File: src/rtl/mrx_pkg.sv
`timescale 1ns/1ps
// Shared encodings for the multi-RAM transfer mapper.
package mrx_pkg;
    // How the RAMs are composed into one logical memory.
    typedef enum logic {
        MAP_LINEAR  = 1'b0,
        MAP_SCATTER = 1'b1
    } map_mode_e;

    // Direction of a transfer.
    typedef enum logic {
        DIR_FILL  = 1'b0,
        DIR_DRAIN = 1'b1
    } xfer_dir_e;
endpackage

File: src/rtl/mrx_desc_chk.sv
`timescale 1ns/1ps
// Descriptor validation.
// Purpose: decides whether a descriptor is acceptable and gives its length
//          in RAM words.
// Assumes: a word is 2**WB_LG bytes; N must lie in 1..MAX_RAMS.
module mrx_desc_chk #(
    parameter int CNT_W    = 16,
    parameter int NR_W     = 7,
    parameter int MAX_RAMS = 64,
    parameter int WB_LG    = 2,
    localparam int WCNT_W  = CNT_W - WB_LG
) (
    input  logic [CNT_W-1:0]  byte_cnt,
    input  logic [NR_W-1:0]   num_rams,
    output logic              ok,
    output logic [WCNT_W-1:0] words
);
    logic misaligned;
    logic zero_len;
    logic bad_n;

    // Classify the descriptor fields.
    always_comb begin
        misaligned = |byte_cnt[WB_LG-1:0];
        zero_len   = (byte_cnt == '0);
        bad_n      = (num_rams == '0) || (num_rams > NR_W'(MAX_RAMS));
        ok         = !misaligned && !zero_len && !bad_n;
        words      = byte_cnt[CNT_W-1:WB_LG];
    end
endmodule

File: src/rtl/mrx_addr_gen.sv
`timescale 1ns/1ps
// Address generator.
// Purpose: holds the running position of a transfer and maps it to a RAM
//          index and an address inside that RAM, for either composition.
// Assumes: load and step never coincide; N is already validated.
module mrx_addr_gen
    import mrx_pkg::*;
#(
    parameter int LADDR_W = 16,
    parameter int SEL_W   = 6,
    parameter int NR_W    = 7,
    parameter int RAM_AW  = 8
) (
    input  logic               clk,
    input  logic               rst_n,
    input  logic               load,
    input  logic               step,
    input  logic [LADDR_W-1:0] start_addr,
    input  logic [NR_W-1:0]    num_rams,
    input  logic               scatter,
    output logic [SEL_W-1:0]   sel,
    output logic [LADDR_W-1:0] addr
);
    map_mode_e          mode_q;
    logic [NR_W-1:0]    nr_q;
    logic [LADDR_W-1:0] lin_q;
    logic [SEL_W-1:0]   sc_idx_q;
    logic [LADDR_W-1:0] sc_addr_q;
    logic [SEL_W-1:0]   lin_sel;
    logic [LADDR_W-1:0] lin_off;
    logic               sc_wrap;

    // Split the linear logical address into RAM index and RAM offset.
    if (RAM_AW < LADDR_W) begin : g_split
        localparam logic [LADDR_W-1:0] OFF_MASK = LADDR_W'((1 << RAM_AW) - 1);
        assign lin_sel = SEL_W'(lin_q >> RAM_AW);
        assign lin_off = lin_q & OFF_MASK;
    end else begin : g_whole
        assign lin_sel = '0;
        assign lin_off = lin_q;
    end

    // Last RAM of the interleave ring reached.
    assign sc_wrap = (NR_W'(sc_idx_q) + NR_W'(1)) == nr_q;

    // Load the start position or advance by one word.
    always_ff @(posedge clk) begin
        if (!rst_n) begin
            mode_q    <= MAP_LINEAR;
            nr_q      <= '0;
            lin_q     <= '0;
            sc_idx_q  <= '0;
            sc_addr_q <= '0;
        end else if (load) begin
            mode_q    <= map_mode_e'(scatter);
            nr_q      <= num_rams;
            lin_q     <= start_addr;
            sc_idx_q  <= '0;
            sc_addr_q <= start_addr;
        end else if (step) begin
            lin_q <= lin_q + LADDR_W'(1);
            if (sc_wrap) begin
                sc_idx_q  <= '0;
                sc_addr_q <= sc_addr_q + LADDR_W'(1);
            end else begin
                sc_idx_q  <= sc_idx_q + SEL_W'(1);
            end
        end
    end

    // Present the mapping of the current word.
    always_comb begin
        if (mode_q == MAP_SCATTER) begin
            sel  = sc_idx_q;
            addr = sc_addr_q;
        end else begin
            sel  = lin_sel;
            addr = lin_off;
        end
    end
endmodule

File: src/rtl/mrx_drain_buf.sv
`timescale 1ns/1ps
// Drain output stage.
// Purpose: captures read data one cycle after a read and holds it on the
//          output stream until it is taken.
// Assumes: the RAM returns data exactly one cycle after the read strobe.
module mrx_drain_buf #(
    parameter int DATA_W = 32
) (
    input  logic              clk,
    input  logic              rst_n,
    input  logic              rd_issue,
    input  logic [DATA_W-1:0] ram_rdata,
    input  logic              out_rdy,
    output logic              out_vld,
    output logic [DATA_W-1:0] out_data,
    output logic              can_issue
);
    logic rd_pend_q;

    // A new read may start when nothing is in flight and the slot frees.
    assign can_issue = !rd_pend_q && (!out_vld || out_rdy);

    // Track the read in flight and the word waiting on the stream.
    always_ff @(posedge clk) begin
        if (!rst_n) begin
            rd_pend_q <= 1'b0;
            out_vld   <= 1'b0;
            out_data  <= '0;
        end else begin
            rd_pend_q <= rd_issue;
            if (rd_pend_q) begin
                out_vld  <= 1'b1;
                out_data <= ram_rdata;
            end else if (out_vld && out_rdy) begin
                out_vld  <= 1'b0;
            end
        end
    end
endmodule

File: src/rtl/mrx_mapper.sv
`timescale 1ns/1ps
// Composable multi-RAM transfer mapper (top).
// Purpose: takes a transfer descriptor, splits its byte length into RAM
//          words and steers each word to a RAM index and address, in fill
//          (stream to RAMs) or drain (RAMs to stream) direction.
// Assumes: one shared RAM port with one-cycle read latency; descriptors
//          fit the composed capacity.
module mrx_mapper
    import mrx_pkg::*;
#(
    parameter int DATA_W   = 32,
    parameter int LADDR_W  = 16,
    parameter int CNT_W    = 16,
    parameter int MAX_RAMS = 64,
    parameter int RAM_AW   = 8,
    localparam int WB_LG   = $clog2(DATA_W / 8),
    localparam int SEL_W   = $clog2(MAX_RAMS),
    localparam int NR_W    = SEL_W + 1,
    localparam int WCNT_W  = CNT_W - WB_LG
) (
    input  logic               clk,
    input  logic               rst_n,
    input  logic               start_vld,
    output logic               start_rdy,
    input  logic [LADDR_W-1:0] start_addr,
    input  logic [CNT_W-1:0]   byte_cnt,
    input  logic [NR_W-1:0]    num_rams,
    input  logic               scatter,
    input  logic               drain,
    input  logic               in_vld,
    output logic               in_rdy,
    input  logic [DATA_W-1:0]  in_data,
    output logic               out_vld,
    input  logic               out_rdy,
    output logic [DATA_W-1:0]  out_data,
    output logic               ram_we,
    output logic               ram_re,
    output logic [SEL_W-1:0]   ram_sel,
    output logic [LADDR_W-1:0] ram_addr,
    output logic [DATA_W-1:0]  ram_wdata,
    input  logic [DATA_W-1:0]  ram_rdata,
    output logic               done,
    output logic               err
);
    logic              desc_ok;
    logic [WCNT_W-1:0] desc_words;
    logic              busy_q;
    xfer_dir_e         dir_q;
    logic [WCNT_W-1:0] iss_left_q;
    logic [WCNT_W-1:0] cmp_left_q;
    logic              accept;
    logic              load;
    logic              fill_fire;
    logic              rd_issue;
    logic              can_issue;
    logic              step;
    logic              cmp_ev;

    mrx_desc_chk #(
        .CNT_W(CNT_W), .NR_W(NR_W), .MAX_RAMS(MAX_RAMS), .WB_LG(WB_LG)
    ) u_desc (
        .byte_cnt(byte_cnt), .num_rams(num_rams),
        .ok(desc_ok), .words(desc_words)
    );

    // Handshake and per-cycle events.
    always_comb begin
        start_rdy = !busy_q;
        accept    = start_vld && !busy_q;
        load      = accept && desc_ok;
        in_rdy    = busy_q && (dir_q == DIR_FILL);
        fill_fire = in_rdy && in_vld;
        rd_issue  = busy_q && (dir_q == DIR_DRAIN) && (iss_left_q != '0) && can_issue;
        step      = fill_fire || rd_issue;
        cmp_ev    = fill_fire || (out_vld && out_rdy);
        ram_we    = fill_fire;
        ram_re    = rd_issue;
        ram_wdata = in_data;
    end

    mrx_addr_gen #(
        .LADDR_W(LADDR_W), .SEL_W(SEL_W), .NR_W(NR_W), .RAM_AW(RAM_AW)
    ) u_agen (
        .clk(clk), .rst_n(rst_n), .load(load), .step(step),
        .start_addr(start_addr), .num_rams(num_rams), .scatter(scatter),
        .sel(ram_sel), .addr(ram_addr)
    );

    mrx_drain_buf #(
        .DATA_W(DATA_W)
    ) u_dbuf (
        .clk(clk), .rst_n(rst_n), .rd_issue(rd_issue), .ram_rdata(ram_rdata),
        .out_rdy(out_rdy), .out_vld(out_vld), .out_data(out_data),
        .can_issue(can_issue)
    );

    // Transfer state: word counters, completion and error pulses.
    always_ff @(posedge clk) begin
        if (!rst_n) begin
            busy_q     <= 1'b0;
            dir_q      <= DIR_FILL;
            iss_left_q <= '0;
            cmp_left_q <= '0;
            done       <= 1'b0;
            err        <= 1'b0;
        end else begin
            done <= cmp_ev && (cmp_left_q == WCNT_W'(1));
            err  <= accept && !desc_ok;
            if (load) begin
                busy_q     <= 1'b1;
                dir_q      <= xfer_dir_e'(drain);
                iss_left_q <= desc_words;
                cmp_left_q <= desc_words;
            end else begin
                if (step) begin
                    iss_left_q <= iss_left_q - WCNT_W'(1);
                end
                if (cmp_ev) begin
                    cmp_left_q <= cmp_left_q - WCNT_W'(1);
                    if (cmp_left_q == WCNT_W'(1)) begin
                        busy_q <= 1'b0;
                    end
                end
            end
        end
    end
endmodule

File: config.mk
export PLATFORM = sky130hd
export DESIGN_NAME = mrx_mapper
export DESIGN_NICKNAME = d
export VERILOG_FILES = /design/src/rtl/mrx_pkg.sv /design/src/rtl/mrx_desc_chk.sv /design/src/rtl/mrx_addr_gen.sv /design/src/rtl/mrx_drain_buf.sv /design/src/rtl/mrx_mapper.sv
export SDC_FILE = /design/constraint.sdc
export NUM_CORES = 1
export LEC_CHECK = 0
export ABC_AREA = 1
export BUFFER_PORTS_ARGS = -buffer_cell sky130_fd_sc_hd__buf_2
export CAP_MARGIN = 20
export CORE_MARGIN = 2
export CORE_UTILIZATION = 52
export DETAILED_ROUTE_END_ITERATION = 10
export GPL_ROUTABILITY_DRIVEN = 0
export PLACE_DENSITY = 0.93
export SLEW_MARGIN = 40
export SYNTH_ARGS = -nofsm -noshare
export SYNTH_HDL_FRONTEND = slang
export SYNTH_HIERARCHICAL = 1
export SYNTH_SLANG_ARGS = --single-unit
File: constraint.sdc
create_clock -name clk -period 2.7 [get_ports clk]
set_input_delay 0 -clock clk [delete_from_list [all_inputs] [get_ports clk]]
set_output_delay 0 -clock clk [all_outputs]
set_load 0.01 [all_outputs]
==> out/qor.yml, run 1 <==
avgSynthCellArea_sq_um: 6.39
status: "finished, final reports clean"
finClkSkew_ps: 11.0
critPathArrivalTime_ps: 2590
yosysSeqAreaShare_pct: 32.8
synth_area_leaders: "dfxtp_1 (33%), nand2_1 (13%), nor2_1 (11%), o21ai_0 (6.8%), inv_1 (6.1%)"
wl_per_cell_microns: 14.0
insertion_delay_ps: 360
clockRootBuffer: "clkbuf_16"
synth_edf_count: 0
worstMarginPinSlew_ps: 625
grt_pass1_wl_microns: 31300
cts.clk_slew.worst_paths_ps: 80
crit_fanout: 12
coreArea_sq_um: 12600
rsz0062_at_grt: "no"
finalSetupViolations: 0
fmax_mhz: 432
grt_use_total_pct: 27.1
finalMaxSlewViolations: 0
io_buffers: 138
yosys.area.top_type_share_pct: 32.8
detail-route-antenna-nets: 0
io_pins: 203
met2_length_microns: 8930
final_cell_mix: "nand2_1 (226), nor2_1 (190), buf_2 (138), dfxtp_1 (110), inv_1 (109)"
clock_sinks: 110
powerDensity_nw_per_um2: 467
maxCapViolCount: 0
mostFrequentLayoutCell: "nand2_1"
yosys_most_used_dff: "dfxtp_1"
syn_nets: 1168
ys_warn_count: 6
via_per_inst: 5.36
dieArea_sq_um: 13900
setup_tns_ps: 0
start_kind: "flip-flop"
hp-class: "in2out"
nNetsFinal: 1303
ctsResizeCount: 0
fillers: 1070
final_core_util_pct: 63.7
cts_buffers: 9
initial_utilization_pct: 53.3
synth_area_sq_um: 6720
dp_hpwl_microns: 12800
cts_buffer_depth: 2
met3_length_microns: 1850
cp.required_ps: 2970
synth_top_area_cell: "dfxtp_1"
vias: 7312
criticalPathCategory: "reg2reg"
fin_crit_ps: 2320
dieHeight_microns: 118
syn_inst: 1052
drt-total-wl_microns: 19100
htreeDepth: 3
grt_max_degree: 39
peakVddDrop_mv: 0.427
top_layer_used: "met4"
grt_overflow_total: 0
finalCritPeriodShare_pct: 85.8
worstSetupEndpointType: "flip-flop"
synthArstFlopShare_pct: 0
wl_met1_microns: 7730
yosysUniqueCellTypes: 40
drc: 0
antenna_found_initial: 0
slew_headroom_pct: 58.3
final_hold_viol_count: 0
ys_ff_latch: 110
dieWidth_microns: 118
grt_pass1_vias: 6797
drt_pass1_iterations: 5
placementRows: 41
antenna_cells: 0
initialDrtViolationCount: 643
syn2layout_area_growth_pct: 19.5
drive_gt1_share_pct: 17.2
p_leak_nw: 3.96
tritoncts: "yes"
==> worst max-delay path, stage by stage, from the launching register on <==
cell and delay (ps):
dfxtp_1 350, inv_1 60, ha_1 230, nand2_2 130, nor2_4 70, nand3_2 60, nand2_2 50, nand2_1 390
inv_1 120, nor2_1 320, inv_1 130, a21oi_1 120, o21ai_0 90, a31oi_1 120
==> logic make-up after synthesis <==
family,synth area share [%]
and+or+nand+nor,35.6
buffers and inverters,15.3
adders and majority gates,1.12
xor gates and xnor gates,1.82
DFF,32.8
AOI/OAI and AO/OA,13.5
==> layer usage <==
metal  vias up  track usage (%)
li1       3586                -
met1      3288             32.8
met2       383             46.1
met3        55             7.07
met4         0             10.2
met5         -                0
==> flip-flops by register name, summed over array words and instances (netlist names), 6 cells and up <==
signal and flops:
cmp_left_q 14, u_agen/lin_q 14, u_agen/nr_q 7, u_agen/sc_addr_q 16, iss_left_q 14, u_dbuf/out_data 32, u_agen/sc_idx_q 6
==> power breakdown <==
| part | total (mW) | switching, mW | internal, mW | leakage [nW] |
|---|---|---|---|---|
| combinational | 0.638 | 0.367 | 0.270 | 2.92 |
| clock | 1.40 | 0.664 | 0.739 | 0.147 |
| sequential | 1.71 | 0.0449 | 1.67 | 0.891 |
| total | 3.75 | 1.08 | 2.68 | 3.96 |
==> final cells by class <==
type,instances,area (sq um),area share [%]
Multi-Input combinational cell,742,3490,43.5
Sequential cell,110,2200,27.4
Timing Repair Buffer,210,1390,17.3
Inverter,114,428,5.33
Clock buffer,10,229,2.85
Tap cell,172,215,2.68
Clock inverter,6,77.6,0.966
==> synth_stat cells (3+ instances only) <==
master and count:
a21oi_2 3, buf_1 5, nor3_1 12, nand2_1 226, nor2_4 4, a21oi_1 56, nor2_1 190, nand3_1 63
buf_6 6, ha_1 6, buf_4 51, dfxtp_1 110, inv_2 3, nand4_1 25, a31oi_1 10, o21ai_1 4
clkbuf_1 13, buf_2 7, inv_1 109, xor2_1 12, o21ai_0 91, nand2_2 9, nand3_2 14
==> through the flow <==
stage               area [sq um]  setup slack, ps  total power, mW  instances  hold slack [ps]
detailed placement          7160              458             2.30       1291           0.0686
global route                8030              165             3.94       1364           0.0141
global placement            7160              523             2.29       1291           0.0686
floorplan                   6720              777             2.20       1052             91.8
finish                      8030              384             3.75       1364          0.00444
CTS                         8030              411             3.76       1364           0.0686
==> what timing repair did <==
item,CTS,global route
hold buffers,57,0
endpoints found under the hold margin,57,0
setup buffers,0,0
==> worst paths after layout <==
kind / from / end / slack [ps] / cells after the start
hold / removal: in_data[15] / ram_wdata[15] / 0.004 / 0
setup / recovery: iss_left_q[0] / u_agen/lin_q[11] / 380 / 13
setup reg to reg: iss_left_q[0] / u_agen/lin_q[11] / 380 / 13
hold reg to reg: u_agen/nr_q[0] / u_agen/nr_q[0] / 480 / 2
(Power assumes the default switching activity.)
==> run 2: changes to the inputs <==
CELL_PAD_IN_SITES_DETAIL_PLACEMENT = 1   (was default)
CELL_PAD_IN_SITES_GLOBAL_PLACEMENT = 2   (was default)
CORE_UTILIZATION = 27   (was 52)
==> out/qor.yml, run 2 (synthesis gave the netlist of run 1 again) <==
rr_worst_depth: 13  # unchanged
postCtsHoldBufs: 52  # was 57
dieArea_sq_um: 26200  # was 13,900 sq um
worst_path_dominant_cell_family: "simple AND/OR/NAND/NOR gates"  # unchanged
vias: 7121  # was 7,312
final_area_sq_um: 8190  # was 8030 sq um
nNetsFinal: 1297  # was 1,303
final_core_util_pct: 33.6  # was 63.7%
detail-route-antenna-nets: 0  # unchanged
wl_per_cell_microns: 15.2  # was 14.0 microns
postPlaceCellArea_sq_um: 7350  # was 7160 sq um
powerDensity_nw_per_um2: 466  # was 467 nW/um^2
maxCapViolCount: 0  # unchanged
grt_pass1_wl_microns: 37300  # was 31,300 microns
syn2layout_area_growth_pct: 21.8  # was 19.5%
drive_gt1_share_pct: 17.3  # was 17.2%
via_per_inst: 4.72  # was 5.36
fmax_mhz: 443  # was 432 MHz
p_leak_nw: 3.94  # was 3.96 nW
finClkSkew_ps: 11.1  # was 11.0 ps
dieWidth_microns: 162  # was 118 microns
clock_sinks: 110  # unchanged
setup_tns_ps: 0  # unchanged
criticalPathCategory: "reg2reg"  # unchanged
final_cell_mix: "nand2_1 (226), nor2_1 (190), buf_2 (138), dfxtp_1 (110), inv_1 (109)"  # unchanged
antenna_found_initial: 0  # unchanged
post-place-ws_ps: 452  # was 458 ps
drt_pass1_iterations: 4  # was 5
hold-worst-slack_ps: 0.00390  # was 0.00444 ps
placementRows: 57  # was 41
crit_top_cell: "inv_1"  # unchanged
power_switching_mw: 1.10  # was 1.08 mW
slowest_stage: "dfxtp_1"  # was nand2_1
initialDrtViolationCount: 381  # was 643
hp-class: "in2out"  # unchanged
grt_pass1_vias: 7441  # was 6,797
worstSetupEndpointType: "flip-flop"  # unchanged
crit_buf_inv: 3  # unchanged
critPathMaxStageDelay_ps: 360  # was 390 ps
finalSetupViolations: 0  # unchanged
grt_use_total_pct: 17.5  # was 27.1%
tritoncts: "yes"  # unchanged
postCtsSetupBuffers: 0  # unchanged
initial_utilization_pct: 27.6  # was 53.3%
fillers: 3213  # was 1,070
mostFrequentLayoutCell: "nand2_1"  # unchanged
crit_cells: 13  # unchanged
status: "finished, final reports clean"  # unchanged
reg_top3: "u_dbuf/out_data x32, u_agen/sc_addr_q x16"  # unchanged
min_delay_path_depth: 0  # unchanged
start_kind: "flip-flop"  # unchanged
grt_overflow_total: 0  # unchanged
insertion_delay_ps: 360  # about the same
coreArea_sq_um: 24400  # was 12,600 sq um
cts_buffer_depth: 2  # unchanged
setup_slack_ps: 442  # was 384 ps
htreeDepth: 3  # unchanged
finalCritPeriodShare_pct: 83.6  # was 85.8%
peakVddDrop_mv: 0.312  # was 0.427 mV
seqPwrFrac_pct: 44.8  # was 45.6%
p_int_mw: 2.71  # was 2.68 mW
rsz0062_at_grt: "no"  # unchanged
cts.clk_slew.worst_paths_ps: 80  # about the same
critPathArrivalTime_ps: 2520  # was 2590 ps
dp_hpwl_microns: 16400  # was 12,800 microns
dieHeight_microns: 162  # was 118 microns
clockRootBuffer: "clkbuf_16"  # unchanged
cts_buffers: 9  # unchanged
antenna_cells: 0  # unchanged
crit_fanout: 6  # was 12
swShare_pct: 28.8  # was 28.7%
drt-total-wl_microns: 22900  # was 19,100 microns
ctsResizeCount: 0  # unchanged
finalMaxSlewViolations: 0  # unchanged
clock_power_share_pct: 38.1  # was 37.4%
final_hold_viol_count: 0  # unchanged
fin_crit_ps: 2260  # was 2320 ps
crit_chain: "inv_1, ha_1, nand2_2, nor2_4, nand3_2, nand2_2, nand2_1, inv_1, nor2_1, inv_1, a21oi_1, o21ai_0, a31oi_1"  # unchanged
top_register: "u_dbuf/out_data"  # unchanged
grt_max_degree: 82  # was 39
cp.required_ps: 2960  # was 2970 ps
io_pins: 203  # unchanged
slew_headroom_pct: 57.4  # was 58.3%
drc: 0  # unchanged
largest_register_ffs: 32  # unchanged
worstMarginPinSlew_ps: 635  # was 625 ps
comb_power_share_pct: 17.1  # was 17.0%
io_buffers: 138  # unchanged
==> run 2: area by class of cell <==
| cell class | count | area, sq um | area share [%] |
|---|---|---|---|
| multi-input cells | 742 | 3490 | 42.7 |
| flip-flops and latches | 110 | 2200 | 26.9 |
| repair buffers | 204 | 1340 | 16.4 |
| inverters | 114 | 428 | 5.23 |
| well taps | 324 | 405 | 4.95 |
| clock buffers | 11 | 253 | 3.09 |
| clock inverters | 5 | 65.1 | 0.795 |
==> run 2: power groups by stage <==
stage	Sequential [mW]	Clock [mW]	Combinational, mW
final	1.71	1.45	0.650
after global placement	1.75	0	0.571
after floorplan	1.73	0	0.466
after detailed placement	1.75	0	0.588
after global routing	1.72	1.56	0.741
after CTS	1.71	1.50	0.651
==> run 2: metal layers <==
metal  track usage, %  vias to the layer above  part of all wire [%]
met4             4.18                        0                   1.2
met3             3.78                       21                   5.4
met2             30.4                      141                    47
li1                 -                     3578                     -
met1             22.2                     3381                    46
met5                0                        -                     0
==> run 2: path summary, 6_finish.rpt <==
kind         slack, ps      startpoint                to
min              0.004      in_data[8]      ram_wdata[8]
min reg2reg        490  u_agen/nr_q[0]    u_agen/nr_q[0]
max reg2reg        440   iss_left_q[0]  u_agen/lin_q[11]
max                440   iss_left_q[0]  u_agen/lin_q[11]
==> run 2: metrics by stage <==
| stage | power, mW | instances |
|---|---|---|
| 2_1_floorplan | 2.20 | 1052 |
| 3_3_place_gp | 2.32 | 1442 |
| 3_5_place_dp | 2.33 | 1442 |
| 4_1_cts | 3.86 | 1510 |
| 5_1_grt | 4.02 | 1510 |
| 6_report | 3.81 | 1510 |
==> run 3: changes to the inputs <==
ABC_AREA = 0   (was 1)
CORE_UTILIZATION = 30   (was 27)
clock period = 2.1 ns   (was 2.7 ns; I/O delays follow)
==> out/qor.yml, run 3 <==
synth_xor_area_share_pct: 5.75  # was 1.82%
multi_input_area_sq_um: 3750  # was 3490 sq um
swShare_pct: 26.8  # was 28.8%
synth_edf_count: 0  # unchanged
antenna_found_initial: 1  # was 0
setup_slack_ps: -220  # was 442 ps
grt_pass1_wl_microns: 33100  # was 37,300 microns
synth_top_family_by_area: "simple AND/OR/NAND/NOR gates"  # unchanged
synthArstFlopShare_pct: 0  # unchanged
yosys.area.top_type_share_pct: 35.4  # was 32.8%
yosysSeqAreaShare_pct: 35.4  # was 32.8%
finalCritPeriodShare_pct: 110  # was 83.6%
peakVddDrop_mv: 0.348  # was 0.312 mV
drc: 0  # unchanged
fin_cells: 1207  # was 1,510
vias: 6080  # was 7,121
failed_checks: "setup timing"
fin_crit_ps: 2320  # was 2260 ps
cts_buffers: 9  # unchanged
dp_cells: 1131  # was 1,442
yosysUniqueCellTypes: 72  # was 40
insertion_delay_ps: 360  # about the same
grt_pass1_vias: 6456  # was 7,441
drt_pass1_iterations: 4  # unchanged
final_cell_mix: "buf_2 (137), buf_4 (109), dfxtp_1 (107), nor2b_1 (45), dlygate4sd3_1 (45)"  # was nand2_1 (226), nor2_1 (190), buf_2 (138), dfxtp_1 (110), inv_1 (109)
ys_warn_count: 6  # unchanged
reg_top3: "u_dbuf/out_data x32, u_agen/sc_addr_q x16"  # unchanged
syn_inst: 699  # was 1,052
worstHoldStart: "in_data[15]"  # was in_data[8]
placementRows: 52  # was 57
cp.required_ps: 2390  # was 2960 ps
critPathArrivalTime_ps: 2610  # was 2520 ps
initial_utilization_pct: 30.6  # was 27.6%
ys_ff_latch: 110  # unchanged
register_area_sq_um: 2210  # was 2200 sq um
status: "finished with violations"  # was finished, final reports clean
r2r-start: "iss_left_q[0]"  # unchanged
seqPwrFrac_pct: 45.9  # was 44.8%
synth_compound_gate_area_share_pct: 14.8  # was 13.5%
clock_power_share_pct: 37.9  # was 38.1%
largest_register_ffs: 32  # unchanged
p_int_mw: 3.49  # was 2.71 mW
initialDrtViolationCount: 231  # was 381
criticalPathCategory: "reg2reg"  # unchanged
maxCapViolCount: 0  # unchanged
coreArea_sq_um: 20300  # was 24,400 sq um
synth_area_leaders: "dfxtp_1 (35%), mux2i_1 (6.8%), buf_4 (5.6%), nor2b_1 (4.5%), a21oi_1 (3.5%)"  # was dfxtp_1 (33%), nand2_1 (13%), nor2_1 (11%), o21ai_0 (6.8%), inv_1 (6.1%)
slew_headroom_pct: 63.2  # was 57.4%
use_met3_pct: 2.96  # was 3.78%
tritoncts: "yes"  # unchanged
powerDensity_nw_per_um2: 542  # was 466 nW/um^2
top_register: "u_dbuf/out_data"  # unchanged
yosysMostFrequentCell: "dfxtp_1"  # was nand2_1
synthMuxAreaShare_pct: 8.93  # was 0%
clock_sinks: 110  # unchanged
grt_max_degree: 45  # was 82
p_leak_nw: 3.47  # was 3.94 nW
min_delay_path_depth: 0  # unchanged
syn2layout_area_growth_pct: 41.3  # was 21.8%
r2r_slack_ps: -220  # was 440 ps
finClkSkew_ps: 11.9  # was 11.1 ps
detail-route-antenna-nets: 0  # unchanged
hold-path-endpoint: "ram_wdata[15]"  # was ram_wdata[8]
avgSynthCellArea_sq_um: 8.90  # was 6.39 sq um
drt-total-wl_microns: 21200  # was 22,900 microns
busiest_layer: "met2"  # unchanged
synth_top_area_cell: "dfxtp_1"  # unchanged
met1_usage_pct: 22.3  # was 22.2%
grt_use_total_pct: 18.9  # was 17.5%
post-place-ws_ps: -300  # was 452 ps
crit_fanout: 2  # was 6
io_pins: 203  # unchanged
yosys_most_used_dff: "dfxtp_1"  # unchanged
comb_power_share_pct: 16.2  # was 17.1%
yosys.area_share.simple_pct: 24.0  # was 35.6%
power_switching_mw: 1.28  # was 1.10 mW
rsz0062_at_grt: "yes"  # was no
dieWidth_microns: 148  # was 162 microns
reg2reg_to: "u_agen/sc_addr_q[14]"  # was u_agen/lin_q[11]
mostFrequentLayoutCell: "buf_2"  # was nand2_1
synth_area_sq_um: 6220  # was 6720 sq um
fillers: 2383  # was 3,213
worstSetupEndpointType: "flip-flop"  # unchanged
worstMarginPinSlew_ps: 552  # was 635 ps
hp-class: "in2out"  # unchanged
dieArea_sq_um: 21900  # was 26,200 sq um
start_kind: "flip-flop"  # unchanged
htreeDepth: 3  # unchanged
clockRootBuffer: "clkbuf_16"  # unchanged
netlist_top_cells_count: "dfxtp_1 (110), buf_4 (46), nor2b_1 (45)"  # was nand2_1 (226), nor2_1 (190), dfxtp_1 (110)
cts.clk_slew.worst_paths_ps: 80  # about the same
total_power_mw: 4.76  # was 3.81 mW
drive_gt1_share_pct: 39.4  # was 17.3%
syn_nets: 815  # was 1,168
cts_buffer_depth: 2  # unchanged
finalSetupViolations: 21  # was 0
wl_per_cell_microns: 17.6  # was 15.2 microns
hold-worst-slack_ps: 0.00443  # was 0.00390 ps
synth_fa_ha_area_share_pct: 1.21  # was 1.12%
grt_overflow_total: 0  # unchanged
rr_worst_depth: 12  # was 13
grtUsageMet2_pct: 34.5  # was 30.4%
io_buffers: 138  # unchanged
finalMaxSlewViolations: 0  # unchanged
final_hold_viol_count: 0  # unchanged
nNetsFinal: 1048  # was 1,297
fmax_mhz: 431  # was 443 MHz
dp_hpwl_microns: 14700  # was 16,400 microns
via_per_inst: 5.04  # was 4.72
dieHeight_microns: 148  # was 162 microns
[run 3: kinds of logic (layout without fill, tap and decap cells)]
kind of cell	Yosys count	count (layout)
other	0	1
AO/OA/AOI/OAI	139	139
adder cells (fa/ha/maj)	6	6
buffers and inverters	98	335
flip-flops	110	110
XOR/XNOR	40	40
AND/OR/NAND/NOR	252	252
multiplexers	54	54
[run 3: how the worst max path moves through the flow]
stage | end | from | cells after the start | slack, ps
after floorplan | u_agen/sc_addr_q[15] | iss_left_q[1] | 12 | -200
after global placement | u_agen/sc_addr_q[15] | iss_left_q[1] | 11 | -160
after detailed placement | u_agen/sc_addr_q[15] | iss_left_q[1] | 11 | -300
after CTS | u_agen/sc_addr_q[14] | iss_left_q[0] | 12 | -180
after global routing | u_agen/lin_q[7] | iss_left_q[0] | 14 | -370
final | u_agen/sc_addr_q[14] | iss_left_q[0] | 12 | -220
[run 3: area by class of cell]
| class | count | area share (%) |
|---|---|---|
| multi-input cells | 491 | 42.7 |
| flip-flops and latches | 110 | 25.1 |
| repair buffers | 305 | 24.2 |
| well taps | 270 | 3.85 |
| clock buffers | 9 | 2.56 |
| clock inverters | 6 | 0.926 |
| inverters | 15 | 0.641 |
| diodes | 1 | 0.0285 |
[run 3: stage by stage]
| step | area [sq um] | util, % | setup TNS [ps] |
|---|---|---|---|
| after floorplan | 6280 | - | -264 |
| after global placement | 7550 | 37.2 | -984 |
| after detailed placement | 7550 | 37.2 | -3560 |
| after CTS | 8520 | 42.0 | -1360 |
| after global routing | 8780 | 43.3 | -6470 |
| final | 8790 | 43.3 | -1760 |
[run 3: critical path: stages (launching register included)]
cell      delay, ps
dfxtp_2         340
inv_2            50
ha_4            150
nor4b_4         120
nand4_1         120
a41oi_2         150
inv_2           120
nand2_2         100
nor4_4          240
buf_4           170
nand3_2          80
o41a_1          390
a211oi_2        200
[run 3: routing by layer]
layer / share of wire (%) / up-vias
met2: 52 / 144
met5: 0 / -
met4: 2.0 / 0
met1: 42 / 2974
li1: - / 2936
met3: 4.2 / 26
[run 3: power by group through the flow]
stage / Clock, mW / Sequential [mW] / Combinational, mW
finish: 1.80 / 2.19 / 0.773
global route: 1.94 / 2.19 / 0.839
CTS: 1.86 / 2.18 / 0.731
floorplan: 0 / 2.23 / 0.386
detailed placement: 0 / 2.23 / 0.623
global placement: 0 / 2.23 / 0.601
[run 3: timing repair]
action,CTS,global route
buffers inserted,11,7
hold endpoints to repair,45,0
setup endpoints to repair,27,44
resized for setup,31,53
pin swaps,16,29
hold buffers,45,0
